===== src/rtl/cmp_filt_pkg.sv =====
package cmp_filt_pkg;
  typedef struct packed {
    logic clrOut;     // force filtered output to zero
    logic loadOut;    // copy synchronized bit into output
    logic sampleTick; // a sample is taken this edge
  } ctlStrobe_t;
endpackage


===== src/rtl/cmp_filt_ctrl.sv =====
module cmp_filt_ctrl
  import cmp_filt_pkg::*;
#(
  parameter int PER_W = 8,
  parameter int CNT_W = 4
) (
  input  logic             clk,
  input  logic             rstN,
  input  logic             enable,
  input  logic             winEnable,
  input  logic             winSignal,
  input  logic             sampleSel,
  input  logic [PER_W-1:0] filtPeriod,
  input  logic [CNT_W-1:0] filtCount,
  input  logic             mismatch,
  output ctlStrobe_t       ctl
);
  logic [PER_W-1:0] perCnt;
  logic [CNT_W-1:0] agreeCnt;
  logic gateOn, hold, bypass, perLast, commit, tick;
  logic [PER_W:0] perNext;
  logic [CNT_W:0] agreeNext;

  always_comb begin
    gateOn    = winEnable && !sampleSel;
    hold      = gateOn && !winSignal;
    bypass    = (filtCount == '0) || (filtPeriod == '0);
    perNext   = {1'b0, perCnt} + 1'b1;
    agreeNext = {1'b0, agreeCnt} + 1'b1;
    perLast   = perNext >= {1'b0, filtPeriod};
    tick      = enable && !hold && !bypass && perLast;
    commit    = tick && mismatch && (agreeNext >= {1'b0, filtCount});
    ctl.clrOut     = !enable;
    ctl.loadOut    = enable && !hold && (bypass || commit);
    ctl.sampleTick = tick;
  end

  always_ff @(posedge clk or negedge rstN) begin
    if (!rstN) begin
      perCnt   <= '0;
      agreeCnt <= '0;
    end else if (!enable || bypass) begin
      perCnt   <= '0;
      agreeCnt <= '0;
    end else if (!hold) begin
      perCnt <= perLast ? '0 : perNext[PER_W-1:0];
      if (tick) begin
        if (!mismatch || commit) agreeCnt <= '0;
        else                     agreeCnt <= agreeNext[CNT_W-1:0];
      end
    end
  end
endmodule


===== src/rtl/cmp_filt_dp.sv =====
module cmp_filt_dp
  import cmp_filt_pkg::*;
#(
  parameter int SYNC_STAGES = 2
) (
  input  logic       clk,
  input  logic       rstN,
  input  logic       rawIn,
  input  ctlStrobe_t ctl,
  output logic       syncVal,
  output logic       mismatch,
  output logic       filtOut
);
  logic [SYNC_STAGES-1:0] syncQ;

  genvar g;
  generate
    for (g = 0; g < SYNC_STAGES; g++) begin : gSync
      if (g == 0) begin : gFirst
        always_ff @(posedge clk or negedge rstN)
          if (!rstN) syncQ[0] <= 1'b0;
          else       syncQ[0] <= rawIn;
      end else begin : gRest
        always_ff @(posedge clk or negedge rstN)
          if (!rstN) syncQ[g] <= 1'b0;
          else       syncQ[g] <= syncQ[g-1];
      end
    end
  endgenerate

  assign syncVal  = syncQ[SYNC_STAGES-1];
  assign mismatch = syncVal != filtOut;

  always_ff @(posedge clk or negedge rstN) begin
    if (!rstN)            filtOut <= 1'b0;
    else if (ctl.clrOut)  filtOut <= 1'b0;
    else if (ctl.loadOut) filtOut <= syncVal;
  end
endmodule


===== src/rtl/cmp_sample_filter.sv =====
module cmp_sample_filter
  import cmp_filt_pkg::*;
#(
  parameter int PER_W       = 8,
  parameter int CNT_W       = 4,
  parameter int SYNC_STAGES = 2
) (
  input  logic             clk,
  input  logic             rstN,
  input  logic             rawIn,
  input  logic             enable,
  input  logic             winEnable,
  input  logic             winSignal,
  input  logic             sampleSel,
  input  logic [PER_W-1:0] filtPeriod,
  input  logic [CNT_W-1:0] filtCount,
  output logic             filtOut
);
  ctlStrobe_t ctl;
  logic syncVal, mismatch, sampleTick;

  cmp_filt_ctrl #(.PER_W(PER_W), .CNT_W(CNT_W)) u_ctrl (
    .clk(clk), .rstN(rstN), .enable(enable), .winEnable(winEnable),
    .winSignal(winSignal), .sampleSel(sampleSel), .filtPeriod(filtPeriod),
    .filtCount(filtCount), .mismatch(mismatch), .ctl(ctl)
  );

  cmp_filt_dp #(.SYNC_STAGES(SYNC_STAGES)) u_dp (
    .clk(clk), .rstN(rstN), .rawIn(rawIn), .ctl(ctl),
    .syncVal(syncVal), .mismatch(mismatch), .filtOut(filtOut)
  );

  assign sampleTick = ctl.sampleTick;
endmodule


===== config.mk =====
export PLATFORM = sky130hd
export DESIGN_NAME = cmp_sample_filter
export DESIGN_NICKNAME = d
export VERILOG_FILES = /design/src/rtl/cmp_filt_pkg.sv /design/src/rtl/cmp_filt_ctrl.sv /design/src/rtl/cmp_filt_dp.sv /design/src/rtl/cmp_sample_filter.sv
export SDC_FILE = /design/constraint.sdc
export NUM_CORES = 1
export LEC_CHECK = 0
export ABC_AREA = 1
export ABC_CLOCK_PERIOD_IN_PS = 2640
export CAP_MARGIN = 5
export CORE_MARGIN = 2
export CORE_UTILIZATION = 59
export CTS_CLUSTER_DIAMETER = 40
export DETAILED_ROUTE_END_ITERATION = 16
export DONT_BUFFER_PORTS = 1
export GPL_ROUTABILITY_DRIVEN = 0
export GPL_TIMING_DRIVEN = 1
export PLACE_DENSITY = 0.75
export SYNTH_ARGS = -nofsm -noshare
export SYNTH_HDL_FRONTEND = slang
export SYNTH_SLANG_ARGS = --single-unit

===== constraint.sdc =====
create_clock -name clk -period 2.64 [get_ports clk]
set_clock_uncertainty 0.1 [all_clocks]
set_input_delay 0.264 -clock clk [delete_from_list [all_inputs] [get_ports clk]]
set_output_delay 0.264 -clock clk [all_outputs]
set_load 0.005 [all_outputs]

# ---- Word level (Yosys, flattened, before mapping)
# Index checks and enable logic that the tools add are counted.
dict set report op_classes {
  addsub 2
  n_mul 0
  n_div 0
  n_lt_le_gt_ge 2
  eq_ne 3
  shifts 0
  muxes 9
  n_bitwise 0
  n_reduce_logical 22
}
# op n
set ops {}
lappend ops {{$mux 8} 3}
lappend ops {{$mux 4} 4}
lappend ops {{$add 8x1->9 const B} 1}
lappend ops {{$ge 9x8->1} 1}
lappend ops {{$logic_and 1x1->1} 8}
lappend ops {{$logic_not 8->1} 1}
lappend ops {{$logic_not 1->1} 6}
lappend ops {{$add 4x1->5 const B} 1}
lappend ops {{$ge 5x4->1} 1}
lappend ops {{$logic_not 4->1} 1}
lappend ops {{$logic_or 1x1->1} 4}
lappend ops {{$mux 1} 2}
lappend ops {{$ne 2x1->1 const B} 1}
lappend ops {{$ne 2x2->1 const B} 1}
lappend ops {{$reduce_and 2->1} 1}
lappend ops {{$reduce_bool 2->1} 1}
lappend ops {{$ne 1x1->1} 1}
dict set report totals {
  ff_bits 15
  latch_bits 0
  ram_bits 0
  mem_bits_ro 0
  word_cells 43
  n_memories 0
}

# ---- Longest topological paths before layout
dict set report logic_depth {
  ltp_word 14
  mapped_depth 20
  mapped_depth_nobuf 20
}

# ---- Hierarchy
# A second synthesis with hierarchy kept.
dict set report hier_totals {
  cells_unflattened 152
  hier_area_um2 1201.2
}
# mod n_inst cells_each area_per_inst_um2 seq_area_each_um2
set by_module_without_submodules {}
lappend by_module_without_submodules {cmp_filt_ctrl 1 143 1097.3 300.3}
lappend by_module_without_submodules {cmp_filt_dp 1 9 103.8 75.1}

# ---- Least setup slack after synthesis
# No wires, ideal clock.
dict set report synth_path {
  kind {register -> register}
  startpoint {reg u_ctrl.perCnt[0]}
  endpoint {reg u_ctrl.perCnt[3]}
  setup_ps 82
  arrival_time_ps 2014
  setup_slack_ps 444
  path_stages_with_launch 17
  path_buffers 0
  period_less_slack_ps 2196
  path_cell_list {dfrtp_1 ha_1 nand2_1 nor2_1 xor2_1 ha_1 nand2_1 inv_1 nand2_1 nand3_1 nand2_1 nand2_1 nand2_2 nand2_2 nor2_2 inv_2 o22ai_1}
}
dict set report synth_via {
  elab_chain_cells 5
}
# element line
set synth_rtl {}
lappend synth_rtl {{from (decl)} cmp_filt_ctrl.sv:18} ;# logic [PER_W-1:0] perCnt;
lappend synth_rtl {{from (signal assigned)} cmp_filt_ctrl.sv:46} ;# perCnt <= perLast ? '0 : perNext[PER_W-1:0];
lappend synth_rtl {{$add 8x1->9 *} cmp_filt_ctrl.sv:28} ;# perNext = {1'b0, perCnt} + 1'b1;
lappend synth_rtl {{$ge 9x8->1} cmp_filt_ctrl.sv:30} ;# perLast = perNext >= {1'b0, filtPeriod};
lappend synth_rtl {{$mux 8 *} cmp_filt_ctrl.sv:46}
lappend synth_rtl {{$mux 8 *} cmp_filt_ctrl.sv:45} ;# end else if (!hold) begin
lappend synth_rtl {{$mux 8 *} cmp_filt_ctrl.sv:42} ;# end else if (!enable || bypass) begin
# Mark *: on every way between the ends. The rest lies on a longest branch, timed or not. The select of a mux whose other input is x is not followed.
# A chain may end at the register's enable or synchronous reset.

# ---- Worst setup path after layout
# Same ends and word-level chain as after synthesis.

==> key figures <==
Layout
  • ANT cells: 0
  • Layout cells sized above 1: a little under a quarter
  • Layout area overhead: 11.4%
  • Layout Cells excl Fill: about 200
  • Final Core Density: 70.2%
  • Nets: roughly 200

GRT
  • Grt total ovfl: 0
  • GRT Total Usage: 20.0%
  • Initial antenna violation count: 0
  • First-pass GRT wire length: between 3000 and 4000 microns
  • Largest net degree at the start of global routing: 16
  • Vias in the first global route: 951

Clock tree
  • Worst skew pair latency: between 0.2 and 0.3 ns
  • CTS buffer count: 3
  • Clk pin slew, worst setup/hold paths: about 0.080 ns
  • H-tree lvl count: 1
  • Worst-case clock buffer depth: 2
  • CTS tree: built
  • Clk sink count: 15
  • Clk root buf: clkbuf_4

STA
  • Fin crit period: around 2.5 ns
  • Final setup fails: 0
  • Slew Viols, Final: 0
  • Tcrit/Tclk final: 95.1%
  • Final hold violation count: 0
  • Relative slew slack: a little under three fifths
  • Least-Margin Pin Slew: approximately 0.65 ns
  • Fmax: roughly 0.4 GHz

Worst setup path
  • Critical Path Source Type: register
  • CP required: between 2 and 3 ns
  • Cell Chain, Critical Path: ha_2, nand2_1, nor2_2, xor2_2, ha_1, a21oi_1, nand3_1, nand2_1, nand2_1, nand2_2, nand2_2, nor2_4, inv_2, o22ai_1
  • CP arrival: 2.60 ns
  • CP max stage cell: dfrtp_1
  • Worst-path fanout max: 5
  • Top delay family on crit path: simple AND/OR/NAND/NOR gates
  • Buf/Inv on CP: 1
  • CP most frequent cell: nand2_1
  • Worst Setup End Kind: register
  • Worst stage delay on the critical path: about 0.40 ns
  • CP Class: reg2reg

Placed design
  • Dpl hpwl: roughly 1900 microns
  • Port buffer count: 0
  • Total placed cells including tap cells: around 190

Yosys
  • Primary FF master, synth: dfrtp_1
  • Average cell area after synthesis: around 7.6 sq um
  • Count of cell types in the netlist: 29
  • Top cells by count, synth: nand2_1 (36), inv_1 (32), dfrtp_1 (15), ha_1 (14), inv_2 (9)
  • Post-synthesis register bit count: 15
  • Largest area contributor in the netlist: dfrtp_1
  • Post-synth ARST share: 100%
  • Post-synthesis instance total: approximately 160
  • Synth Net Count: slightly below 200
  • EDFF count, synth: 0
  • Count leader, synth: nand2_1
  • Register area share after synthesis: between 30% and 40%
  • Yosys warns: 0
  • Main area contributors after synthesis: dfrtp_1 (30%), ha_1 (14%), nand2_1 (11%)
  • Synth Cell Area: roughly 1200 sq um
  • Synth top area share: approximately 30%

Floorplanning
  • Die width: 49.8 microns
  • Die Area: between 2000 and 2500 sq um
  • Core Region: about 2000 sq um
  • Rows: 16
  • Starting density of the core: between 60% and 70%
  • Io pins: 20
  • Die height: between 40 and 50 microns

Power and ir drop
  • Pwr dens: 337 nW/um^2
  • Leak pwr: 0.771 nW
  • Worst VDD drop: 0.000348 V

Route
  • Routed Antenna Nets: 0
  • Via Count: 1028
  • Via/cell ratio: between 5 and 6
  • DRT iter0 DRCs: 27
  • DR WL met3: roughly 140 microns
  • Drt drc: 0
  • Router iterations before antenna repair: 4
  • DR WL/cell: 12.1 microns
  • DR top layer: met4
  • Wire length on met2: 1130 microns
  • Metal-1 WL: 1130 microns
  • Overall routed net length: between 2000 and 2500 microns

Status
  • Status: complete, no violations

Worst hold path
  • Worst hold path type: in2reg

Job
  • Max-cap violations: 0
==> sequential cells by signal (all words and copies together), names as in the netlist <==
signal	flops
u_ctrl.perCnt	8
u_dp.filtOut	1
u_dp.syncVal	1
u_dp.syncQ	1
u_ctrl.agreeCnt	4
==> cells by family after synthesis <==
| family | synth area share (%) |
|---|---|
| fa+ha+maj | 14.2 |
| compound gates | 9.93 |
| flops | 30.4 |
| buf+inv | 13.7 |
| simple gates | 26.8 |
| xor+xnor | 4.96 |
==> repair_timing <==
item | CTS | global route
gates resized for setup | 0 | 9
setup endpoints to repair | 0 | 13
hold endpoints to repair | 16 | 0
hold buffers | 2 | 0
buffers inserted | 0 | 4
==> worst min-delay path: stages <==
cell	delay, ns
nand2_1	0.03
nand2_1	0.05
nand2_1	0.05
inv_1	0.03
==> cells in the final DEF (no fill, tap or decap), types with 5 or more instances in the layout <==
master | synthesis | layout
nand2_1 | 36 | 36
inv_1 | 32 | 32
dfrtp_1 | 15 | 15
ha_1 | 14 | 13
inv_2 | 9 | 9
nand3_1 | 7 | 7
o21ai_1 | 5 | 6
nor2_1 | 6 | 5
==> metrics by stage <==
step | setup TNS (ns) | hold slack, ns | cell area, sq um | worst slack (ns) | power, mW
2_1_floorplan | 0 | -0.132 | 1230 | 0.444 | 0.309
3_3_place_gp | 0 | -0.131 | 1260 | 0.129 | 0.318
3_5_place_dp | 0 | -0.131 | 1260 | 0.0735 | 0.323
4_1_cts | 0 | 0.0831 | 1300 | 0.0259 | 0.455
5_1_grt | -0.0228 | 0.0988 | 1380 | -0.0228 | 0.494
6_report | 0 | 0.0866 | 1380 | 0.128 | 0.464
==> layer usage <==
layer | vias to the layer above | GRT usage [%]
met5 | - | 0
met4 | 0 | 10.2
met1 | 458 | 26.8
met3 | 2 | 1.52
met2 | 42 | 32.4
li1 | 526 | -
==> report_power, final <==
group	internal (mW)	leakage (nW)	switching (mW)	total, mW
Combinational	0.0382	0.554	0.0573	0.0955
Sequential	0.236	0.203	0.00567	0.242
Clock	0.0585	0.0150	0.0679	0.126
==> final cells by class <==
| cell class | instances | area, sq um |
|---|---|---|
| repair buffers | 6 | 50.0 |
| inverters | 42 | 158 |
| clock buffers | 4 | 26.3 |
| well taps | 27 | 33.8 |
| fillers | 179 | 586 |
| flip-flops and latches | 15 | 375 |
| multi-input cells | 105 | 733 |
==> path summary, 6_finish.rpt <==
check	cells after the start	start	slack (ns)	to
max in group asynchronous	1	rstN	1.67	u_ctrl.agreeCnt[2]$_DFFE_PN0P_
setup reg to reg	14	u_ctrl.perCnt[0]$_DFFE_PN0P_	0.13	u_ctrl.perCnt[3]$_DFFE_PN0P_
hold reg to reg	0	u_dp.syncQ[0]$_DFF_PN0_	0.26	u_dp.syncVal$_DFF_PN0_
setup / recovery	14	u_ctrl.perCnt[0]$_DFFE_PN0P_	0.13	u_ctrl.perCnt[3]$_DFFE_PN0P_
hold / removal	4	enable	0.09	u_dp.filtOut$_DFFE_PN0P_
min in group asynchronous	1	rstN	0.35	u_ctrl.perCnt[1]$_DFFE_PN0P_
(Power assumes the default switching activity.)
